===== src/rtl/sarClampPkg.sv =====
package sarClampPkg;

  typedef enum logic [1:0] {
    ST_IDLE  = 2'd0,
    ST_CONV  = 2'd1,
    ST_LATCH = 2'd2
  } sarState_e;

  // strobes from control to datapath
  typedef struct packed {
    logic load;    // accept start: seed trial, capture range flags
    logic decide;  // resolve the bit under test
    logic finish;  // form and register the result
  } sarStrobes_t;

endpackage


===== src/rtl/sarClampCtrl.sv =====
module sarClampCtrl
  import sarClampPkg::*;
#(
  parameter int WIDTH = 12
) (
  input  logic        clk,
  input  logic        rstN,
  input  logic        startReq,
  output sarStrobes_t strobes,
  output logic        busy
);

  localparam int CNT_W = (WIDTH > 1) ? $clog2(WIDTH) : 1;
  localparam logic [CNT_W-1:0] LAST_IDX = CNT_W'(WIDTH - 1);

  sarState_e       stateQ, stateD;
  logic [CNT_W-1:0] bitCntQ, bitCntD;

  always_comb begin
    stateD  = stateQ;
    bitCntD = bitCntQ;
    strobes = '0;
    unique case (stateQ)
      ST_IDLE: begin
        if (startReq) begin
          strobes.load = 1'b1;
          stateD       = ST_CONV;
          bitCntD      = LAST_IDX;
        end
      end
      ST_CONV: begin
        strobes.decide = 1'b1;
        if (bitCntQ == '0) begin
          stateD = ST_LATCH;
        end else begin
          bitCntD = bitCntQ - 1'b1;
        end
      end
      ST_LATCH: begin
        strobes.finish = 1'b1;
        stateD         = ST_IDLE;
      end
      default: begin
        stateD = ST_IDLE;
      end
    endcase
  end

  always_ff @(posedge clk or negedge rstN) begin
    if (!rstN) begin
      stateQ  <= ST_IDLE;
      bitCntQ <= '0;
    end else begin
      stateQ  <= stateD;
      bitCntQ <= bitCntD;
    end
  end

  assign busy = (stateQ != ST_IDLE);

endmodule


===== src/rtl/sarClampDatapath.sv =====
module sarClampDatapath
  import sarClampPkg::*;
#(
  parameter int WIDTH = 12
) (
  input  logic             clk,
  input  logic             rstN,
  input  sarStrobes_t      strobes,
  input  logic             cmpBit,
  input  logic             overRange,
  input  logic             underRange,
  output logic [WIDTH-1:0] trialCode,
  output logic [WIDTH-1:0] resultCode,
  output logic             donePulse
);

  localparam logic [WIDTH-1:0] MID_CODE = {1'b1, {(WIDTH-1){1'b0}}};
  localparam logic [WIDTH-1:0] POS_FS   = {1'b0, {(WIDTH-1){1'b1}}};
  localparam logic [WIDTH-1:0] NEG_FS   = {1'b1, {(WIDTH-1){1'b0}}};

  logic [WIDTH-1:0] trialQ, trialNext;
  logic [WIDTH-1:0] maskQ;
  logic [WIDTH-1:0] resultQ;
  logic [WIDTH-1:0] signedCode;
  logic [WIDTH-1:0] finalCode;
  logic             overSeenQ, underSeenQ;
  logic             doneQ;

  // per-bit update: bit under test takes the decision, the next one is tried
  for (genvar i = 0; i < WIDTH; i++) begin : g_bit
    if (i == WIDTH - 1) begin : g_top
      assign trialNext[i] = maskQ[i] ? cmpBit : trialQ[i];
    end else begin : g_low
      assign trialNext[i] = maskQ[i]   ? cmpBit :
                            maskQ[i+1] ? 1'b1   : trialQ[i];
    end
  end

  assign signedCode = {~trialQ[WIDTH-1], trialQ[WIDTH-2:0]};

  always_comb begin
    if (overSeenQ) begin
      finalCode = POS_FS;
    end else if (underSeenQ) begin
      finalCode = NEG_FS;
    end else begin
      finalCode = signedCode;
    end
  end

  always_ff @(posedge clk or negedge rstN) begin
    if (!rstN) begin
      trialQ     <= '0;
      maskQ      <= '0;
      overSeenQ  <= 1'b0;
      underSeenQ <= 1'b0;
    end else if (strobes.load) begin
      trialQ     <= MID_CODE;
      maskQ      <= MID_CODE;
      overSeenQ  <= overRange;
      underSeenQ <= underRange;
    end else if (strobes.decide) begin
      trialQ <= trialNext;
      maskQ  <= maskQ >> 1;
    end
  end

  always_ff @(posedge clk or negedge rstN) begin
    if (!rstN) begin
      resultQ <= '0;
      doneQ   <= 1'b0;
    end else begin
      doneQ <= strobes.finish;
      if (strobes.finish) begin
        resultQ <= finalCode;
      end
    end
  end

  assign trialCode  = trialQ;
  assign resultCode = resultQ;
  assign donePulse  = doneQ;

endmodule


===== src/rtl/sarClampTop.sv =====
module sarClampTop
  import sarClampPkg::*;
#(
  parameter int WIDTH = 12
) (
  input  logic             clk,
  input  logic             rstN,
  input  logic             startReq,
  input  logic             cmpBit,
  input  logic             overRange,
  input  logic             underRange,
  output logic [WIDTH-1:0] trialCode,
  output logic             busy,
  output logic             donePulse,
  output logic [WIDTH-1:0] resultCode
);

  sarStrobes_t strobes;

  sarClampCtrl #(.WIDTH(WIDTH)) ctrl_i (
    .clk     (clk),
    .rstN    (rstN),
    .startReq(startReq),
    .strobes (strobes),
    .busy    (busy)
  );

  sarClampDatapath #(.WIDTH(WIDTH)) dp_i (
    .clk       (clk),
    .rstN      (rstN),
    .strobes   (strobes),
    .cmpBit    (cmpBit),
    .overRange (overRange),
    .underRange(underRange),
    .trialCode (trialCode),
    .resultCode(resultCode),
    .donePulse (donePulse)
  );

endmodule


===== config.mk =====
export PLATFORM = sky130hd
export DESIGN_NAME = sarClampTop
export DESIGN_NICKNAME = d
export VERILOG_FILES = /design/src/rtl/sarClampPkg.sv /design/src/rtl/sarClampCtrl.sv /design/src/rtl/sarClampDatapath.sv /design/src/rtl/sarClampTop.sv
export SDC_FILE = /design/constraint.sdc
export NUM_CORES = 1
export LEC_CHECK = 0
export BUFFER_PORTS_ARGS = -buffer_cell sky130_fd_sc_hd__buf_2
export CAP_MARGIN = 20
export CORE_MARGIN = 3
export CORE_UTILIZATION = 39
export DETAILED_ROUTE_END_ITERATION = 10
export GPL_TIMING_DRIVEN = 0
export SETUP_SLACK_MARGIN = 0.02
export SKIP_CTS_REPAIR_TIMING = 1
export SYNTH_ARGS = -nofsm -noshare
export SYNTH_HDL_FRONTEND = slang
export SYNTH_SLANG_ARGS = --single-unit

===== constraint.sdc =====
create_clock -name clk -period 2.7 [get_ports clk]
set_input_delay 0.54 -clock clk [delete_from_list [all_inputs] [get_ports clk]]
set_output_delay 0.54 -clock clk [all_outputs]
set_load 0.05 [all_outputs]

==> impl_metrics.yaml, run 1 <==
route:
  first_pass_iters: 4
  vias: 1507
  ant_nets: 0
  wl_per_cell_um: 13.42
  routed_wl_um: 4092
  vias_per_cell: 4.941
  dr.first_iter.drc_count: 58
  drc: 0
grt:
  grt_max_degree: 46
  use_met2_pct: 24.44
  use_met3_pct: 3.712
  grtUsageMet1_pct: 19.16
  globalRouteOverflowTotal: 0
  grt_pass1_wl_um: 7079
  grt_pass1_vias: 1476
  globalRouteTotalUtil_pct: 14.83
  grt.busiest_layer: "met2"
  antenna_found_initial: 0
setup_path:
  crit_fanout: 10
  required_ns: 2.16
  critPathCaptureType: "primary output"
  cp_cell_sequence: "buf_4 > nor2_1 > inv_1 > buf_2"
  cp-start-kind: "flop"
  critPathMaxStageDelay_ns: 0.36
  arrival_ns: 1.20
  critPathKind: "reg2out"
  crit_slowest_cell: "dfrtp_1"
sta:
  min_period_ns: 1.739
  fmax_mhz: 575.1
  finalSetupTns_ns: 0
  slew_violations: 0
  fin_skew_ns: 0.007651
  max_slew_margin_pct: 57.61
  hold_viol_final: 0
  final.period_utilization_pct: 64.40
  rsz0062_at_grt: "false"
  tightest_slew_ns: 0.6330
  fin_ws_ns: 0.9611
  setup_viol: 0
cells_and_area:
  design_area_mm2: 0.002333
  fillers: 481
  layout-drive-gt1-share_pct: 23.95
  finalNetCount: 246
  diodes: 0
  synthToLayoutAreaGrowth_pct: 17.37
die:
  core_area_mm2: 0.004817
  die_w_um: 77.40
  die_y_um: 77.40
  num_io_pins: 32
  initial_core_util_pct: 41.27
  dieArea_mm2: 0.005991
  row_count: 25
yosys:
  synth_top_cell_by_area: "dfrtp_1"
  synth-seq-area-share_pct: 56.64
  syn_nets: 207
  netlist.area_leader.share_pct: 56.64
  yosysWarnings: 0
  syn_avg_cell_area_um2: 9.991
  synthArstFlopShare_pct: 100.0
  synthCells: 199
  synth_area_mm2: 0.001988
  yosys_most_used_dff: "dfrtp_1"
  synth_commonest_cells: "dfrtp_1, nand2_1, o21ai_0"
  synth-seq-cells: 45
  synth_most_common_cell: "dfrtp_1"
  synth.top_cells.by_area: "dfrtp_1, o21ai_0, nand2_1"
  synth_edf_count: 0
  yosysUniqueCellTypes: 29
cts:
  clock_path_buffers: 2
  root_buffer: "clkbuf_8"
  clock_latency_ns: 0.30
  clkTransAtPathRegs_ns: 0.08
  tritoncts: "done"
  numCtsBuffers: 5
  clock-sinks: 45
  htree_num_levels: 2
placed_design:
  dp_slack_ns: 0.9186
  numPortBuffers: 31
  dp_hpwl_um: 2936
  place_congestion: 0.7682
  dpl-instance-area_mm2: 0.002227
flow_run:
  max_cap_viol_count: 0
hold_path:
  min_path_type: "in2async"
status:
  status: "finished, final reports clean"
placed cells by master (no fill, tap or decap), drive strengths merged:
cell type and n:
buf 39, nor3b 2, nand3 1, or3 1, a21oi 12, nand2 39, nor3 2, and3 1
nand2b 2, a41o 1, o21ba 1, a221oi 11, inv 17, or4 1, mux2 2, a211o 1
a211oi 1, a311oi 2, and2b 1, a21boi 1, o21ai 35, dfrtp 45, clkbuf 12, nor2 6
ha 2
path summary, 6_finish.rpt:
| path | start | endpoint | slack [ns] | cells past startpoint |
|---|---|---|---|---|
| max | ctrl_i.stateQ[0] | busy | 0.96 | 4 |
| min | rstN | dp_i.resultCode[2] | 0.05 | 1 |
| max reg2reg | ctrl_i.stateQ[0] | dp_i.maskQ[9] | 1.04 | 4 |
| min reg2reg | dp_i.resultCode[7] | dp_i.resultCode[7] | 0.47 | 2 |
| max in group asynchronous | rstN | dp_i.maskQ[7] | 2.22 | 2 |
| min in group clk | underRange | dp_i.underSeenQ | 0.47 | 3 |
final cells by class:
class / count / area, um^2 / share of cell area (%)
buffer: 12 / 57.56 / 2.466
inverter: 17 / 63.81 / 2.735
timing repair buffer: 32 / 175.2 / 7.507
multi-input combinational: 125 / 740.7 / 31.74
sequential: 45 / 1126 / 48.26
tap: 67 / 83.83 / 3.592
clock buffer: 7 / 86.33 / 3.700
worst max-delay path: cells and delay by family (launching register included):
family	cells	cell delay, ns
buffers and inverters	3	0.41
DFF	1	0.36
and+or+nand+nor	1	0.12
per-stage QoR:
stage	hold slack [ns]	cells	utilization (%)
2_1_floorplan	0.2444	199	-
5_1_grt	0.05315	305	48.44
3_3_place_gp	0.4575	297	46.23
4_1_cts	0.4441	304	48.03
6_report	0.05274	305	48.44
3_5_place_dp	0.4650	297	46.23
kinds of logic (layout without fill, tap and decap cells):
kind of cell | Yosys count | after routing | synth area share (%)
multiplexers | 2 | 2 | 1.133
adder cells (fa/ha/maj) | 2 | 2 | 1.258
buffers and inverters | 29 | 68 | 6.104
AND/OR/NAND/NOR | 56 | 56 | 12.27
AO/OA/AOI/OAI | 65 | 65 | 22.59
flip-flops | 45 | 45 | 56.64
registers in the layout, indices dropped and copies added, names as in the netlist:
| name | cells |
|---|---|
| dp_i.maskQ | 12 |
| dp_i.resultCode | 12 |
| dp_i.trialCode | 12 |
| ctrl_i.bitCntQ | 4 |
| ctrl_i.stateQ | 2 |
| dp_i.donePulse | 1 |
| dp_i.overSeenQ | 1 |
| dp_i.underSeenQ | 1 |
routing by layer:
metal | vias to the layer above | wire length (um)
li1 | 766 | -
met3 | 6 | 165
met4 | 0 | 58
met1 | 702 | 1985
met5 | - | 0
met2 | 33 | 1882
Power of run 1 is left out: the tool's default activity adds up to more than one toggle a clock period on the data nets, which glitch-free logic cannot reach.
==> run 2: changes to the inputs <==
==> constraint.sdc (replaced) <==
create_clock -name clk -period 1.8 [get_ports clk]
set_input_delay 0.36 -clock clk [delete_from_list [all_inputs] [get_ports clk]]
set_output_delay 0.36 -clock clk [all_outputs]
set_load 0.05 [all_outputs]
==> run 2 against run 1 <==
  * Utilization grew 0.47 points
  * Via count rose by 0.53%
  * Setup slack worse by 0.74 ns
  * Global-route usage unchanged
  * Clock-buffer cell count unchanged
  * First-iteration DRC count grew 8.6%
  * Cell count increased by 0.33%
  * Wire length is 1.5% higher
  * Final area up 0.97%
  * Critical path type unchanged
==> impl_metrics.yaml, run 2 (same netlist as run 1, synthesis figures left out) <==
status:
  status: "finished, final reports clean"
die:
  dieArea_mm2: 0.005991
  num_io_pins: 32
  row_count: 25
  die_y_um: 77.40
  die_w_um: 77.40
  core_area_mm2: 0.004817
  initial_core_util_pct: 41.27
sta:
  finalSetupTns_ns: 0
  min_period_ns: 1.581
  tightest_slew_ns: 0.4409
  rsz0062_at_grt: "false"
  max_slew_margin_pct: 70.61
  final.period_utilization_pct: 87.84
  hold_viol_final: 0
  setup_viol: 0
  fmax_mhz: 632.5
  whs_ns: 0.2897
  fin_skew_ns: 0.01046
  slew_violations: 0
placed_design:
  dp_hpwl_um: 2936
  numPortBuffers: 31
  place_congestion: 0.7682
cells_and_area:
  seqCellArea_mm2: 0.001126
  multi_input_area_um2: 752.0
  synthToLayoutAreaGrowth_pct: 18.50
  fillers: 478
  diodes: 0
  final_common_cell: "dfrtp_1"
  layout-drive-gt1-share_pct: 24.69
  finalNetCount: 247
  final_cell_mix: "dfrtp_1, nand2_1, buf_2, o21ai_0, inv_1"
setup_path:
  r2r_start: "ctrl_i.stateQ[1]"
  critPathKind: "reg2out"
  critPathCaptureType: "primary output"
  required_ns: 1.44
  critPathLaunch: "ctrl_i.stateQ[0]"
  arrival_ns: 1.22
  crit_fanout: 10
  cp-start-kind: "flop"
route:
  dr.first_iter.drc_count: 63
  ant_nets: 0
  vias_per_cell: 4.951
  first_pass_iters: 4
  routed_wl_um: 4152
  drc: 0
  vias: 1515
  wl_per_cell_um: 13.57
cts:
  numCtsBuffers: 5
  tritoncts: "done"
  clock_latency_ns: 0.30
  clock_path_buffers: 2
  clkTransAtPathRegs_ns: 0.09
  root_buffer: "clkbuf_8"
  htree_num_levels: 2
  clock-sinks: 45
grt:
  grt_pass1_wl_um: 7079
  antenna_found_initial: 0
  grt_max_degree: 46
  globalRouteTotalUtil_pct: 14.83
  grt_pass1_vias: 1476
  globalRouteOverflowTotal: 0
hold_path:
  min_path_type: "in2reg"
  worstHoldStart: "underRange"
flow_run:
  max_cap_viol_count: 0
==> run 2: cell count changes in the layout (fill, tap and decap cells not counted), sizes merged <==
cell / before / now
dlygate4sd3: 0 / 1
clkbuf: 12 / 13
buf: 39 / 38
==> run 2: per-layer routing <==
metal	track usage (%)	part of all wire, %
met1	19.16	49
met2	24.44	46
met3	3.712	3.9
met4	4.804	1.4
met5	0	0
==> run 2: metrics by stage <==
step / area [um^2] / setup slack (ns) / instances / util [%]
after detailed placement: 2227 / 0.1509 / 297 / 46.23
after CTS: 2313 / 0.1280 / 304 / 48.03
after global placement: 2227 / 0.1491 / 297 / 46.23
final: 2356 / 0.2188 / 306 / 48.91
after global routing: 2356 / 0.1404 / 306 / 48.91
after floorplan: 1988 / 0.4278 / 199 / -
==> run 2: worst max-delay path, cell delays in order, from the launching register on <==
cell     delay, ns
dfrtp_1       0.37
buf_4         0.17
nor2_1        0.13
inv_1         0.05
buf_2         0.20
==> run 2: worst paths after layout <==
path,to,slack [ns],depth (start not counted)
worst max register to register,dp_i.trialCode[4],0.26,4
max in group asynchronous,dp_i.resultCode[11],0.95,3
worst max-delay path,busy,0.22,4
worst min-delay path,dp_i.underSeenQ,0.29,3
min in group asynchronous,dp_i.resultCode[2],0.42,2
worst min register to register,dp_i.resultCode[0],0.47,2
==> run 2: cell type report <==
class / count / area share [%]
Inverter: 17 / 2.708
Buffer: 12 / 2.496
Clock buffer: 7 / 3.664
Multi-Input combinational cell: 125 / 31.92
Tap cell: 67 / 3.558
Timing Repair Buffer: 33 / 7.860
Sequential cell: 45 / 47.80
Power of run 2 is left out for the same reason.
==> run 3: changes to the inputs <==
--- a/config.mk
+++ b/config.mk
@@ -5,6 +5,7 @@
 export SDC_FILE = /design/constraint.sdc
 export NUM_CORES = 1
 export LEC_CHECK = 0
+export ABC_AREA = 1
 export BUFFER_PORTS_ARGS = -buffer_cell sky130_fd_sc_hd__buf_2
 export CAP_MARGIN = 20
 export CORE_MARGIN = 3
==> run 3 against run 2 <==
  * Maximum frequency down 1.0%
  * Hold slack improved by 0.020 ns
  * Wire length shrank 1.1%
  * Highest routed layer unchanged
==> impl_metrics.yaml, run 3 <==
cells_and_area:
  fillers: 486
  seqCellArea_mm2: 0.001126
  layout-drive-gt1-share_pct: 17.15
  multi_input_area_um2: 675.6
  diodes: 0
  final_cell_mix: "nand2_1, dfrtp_1, nor2_1"
  final_common_cell: "nand2_1"
  synthToLayoutAreaGrowth_pct: 18.19
  finalNetCount: 281
placed_design:
  dp_slack_ns: 0.4642
  place_congestion: 0.7931
  dp_hpwl_um: 2941
  numPortBuffers: 31
route:
  routed_wl_um: 4106
  dr.first_iter.drc_count: 113
  highest-signal-layer: "met4"
  ant_nets: 0
  first_pass_iters: 4
  wl_met1_um: 1928
  wl_per_cell_um: 12.04
  wl_met2_um: 1964
  vias: 1606
  dr_wl_met3_um: 146
  drc: 0
  vias_per_cell: 4.710
sta:
  whs_ns: 0.3092
  setup_viol: 0
  fin_ws_ns: 0.2026
  rsz0062_at_grt: "false"
  tightest_slew_ns: 0.4476
  final.period_utilization_pct: 88.74
  hold_viol_final: 0
  max_slew_margin_pct: 70.16
  slew_violations: 0
  min_period_ns: 1.597
  fmax_mhz: 626.0
  fin_skew_ns: 0.005166
  finalSetupTns_ns: 0
die:
  dieArea_mm2: 0.005855
  row_count: 25
  num_io_pins: 32
  die_y_um: 76.52
  core_area_mm2: 0.004755
  die_w_um: 76.52
  initial_core_util_pct: 40.79
grt:
  grt_max_degree: 46
  antenna_found_initial: 0
  globalRouteTotalUtil_pct: 15.37
  grt_pass1_wl_um: 7272
  globalRouteOverflowTotal: 0
  grt_pass1_vias: 1550
flow_run:
  max_cap_viol_count: 0
yosys:
  synth_most_common_cell: "nand2_1"
  netlist.area_leader.share_pct: 58.06
  synth.top_cells.by_area: "dfrtp_1, nand2_1, nor2_1"
  synth_commonest_cells: "nand2_1, dfrtp_1, nor2_1"
  synth_edf_count: 0
  synthArstFlopShare_pct: 100.0
  synth-seq-cells: 45
  syn_avg_cell_area_um2: 8.323
  yosysUniqueCellTypes: 22
  synth_top_cell_by_area: "dfrtp_1"
  yosysWarnings: 0
  syn_nets: 241
  yosys_most_used_dff: "dfrtp_1"
  synth-seq-area-share_pct: 58.06
  synthCells: 233
  synth_area_mm2: 0.001939
setup_path:
  r2r_start: "ctrl_i.bitCntQ[0]"
  reg2reg_setup_slack_ns: 0.46
  critPathKind: "reg2out"
  worst-r2r-cell-count: 7
  cp-start-kind: "flop"
  crit_fanout: 5
  required_ns: 1.44
  arrival_ns: 1.24
  worstReg2RegEnd: "ctrl_i.bitCntQ[3]"
  critPathCaptureType: "primary output"
cts:
  numCtsBuffers: 5
  root_buffer: "clkbuf_8"
  clock-sinks: 45
  htree_num_levels: 2
  clkTransAtPathRegs_ns: 0.08
  clock_path_buffers: 2
  clock_latency_ns: 0.30
  tritoncts: "done"
status:
  status: "finished, final reports clean"
hold_path:
  whs_endpoint: "dp_i.overSeenQ"
  whs_path_depth: 3
  min_path_type: "in2reg"
  worstHoldStart: "overRange"
[run 3: cell types whose count changed after synthesis, sizes merged, moves of 4 or more]
cell    change
nand2      +32
o21ai      -24
nand3       +7
nor2       +35
clkbuf      -4
a221oi     -11
inv         +9
[run 3: kinds of logic after synthesis]
kind of cell    share of synthesized area (%)
fa+ha+maj                               1.290
buf+inv                                 7.096
xor+xnor                               0.4517
simple gates                            24.90
compound gates                          8.193
flops                                   58.06
[run 3: layer usage]
metal	track usage, %	up-vias
met5	0	-
met4	5.978	0
met3	3.783	6
met2	25.57	24
met1	19.21	776
li1	-	800
[run 3: stage by stage]
step           instance area, um^2  util, %  instances
2_1_floorplan                 1939        -        233
3_3_place_gp                  2178    45.82        331
3_5_place_dp                  2178    45.82        331
4_1_cts                       2262    47.58        339
5_1_grt                       2292    48.21        341
6_report                      2292    48.21        341
[run 3: layout make-up]
cell class,instances,area share [%]
clock buffer,7,3.330
sequential,45,49.13
clock inverter,1,0.3275
inverter,27,4.421
timing repair buffer,33,8.079
multi-input combinational,154,29.48
tap,67,3.657
buffer,7,1.583
[run 3: worst max-delay path: stages (launching register included)]
cell and delay, ns:
dfrtp_1 0.44, nor2_2 0.23, inv_1 0.06, buf_2 0.21
[run 3: worst max path at each step]
stage | from | endpoint | cells after the start
3_5_place_dp | ctrl_i.bitCntQ[0] | ctrl_i.bitCntQ[3] | 7
2_1_floorplan | ctrl_i.stateQ[1] | busy | 2
5_1_grt | ctrl_i.stateQ[1] | busy | 3
4_1_cts | ctrl_i.stateQ[1] | busy | 3
3_3_place_gp | ctrl_i.stateQ[1] | dp_i.trialCode[6] | 5
6_report | ctrl_i.stateQ[1] | busy | 3
Power of run 3 is left out for the same reason.
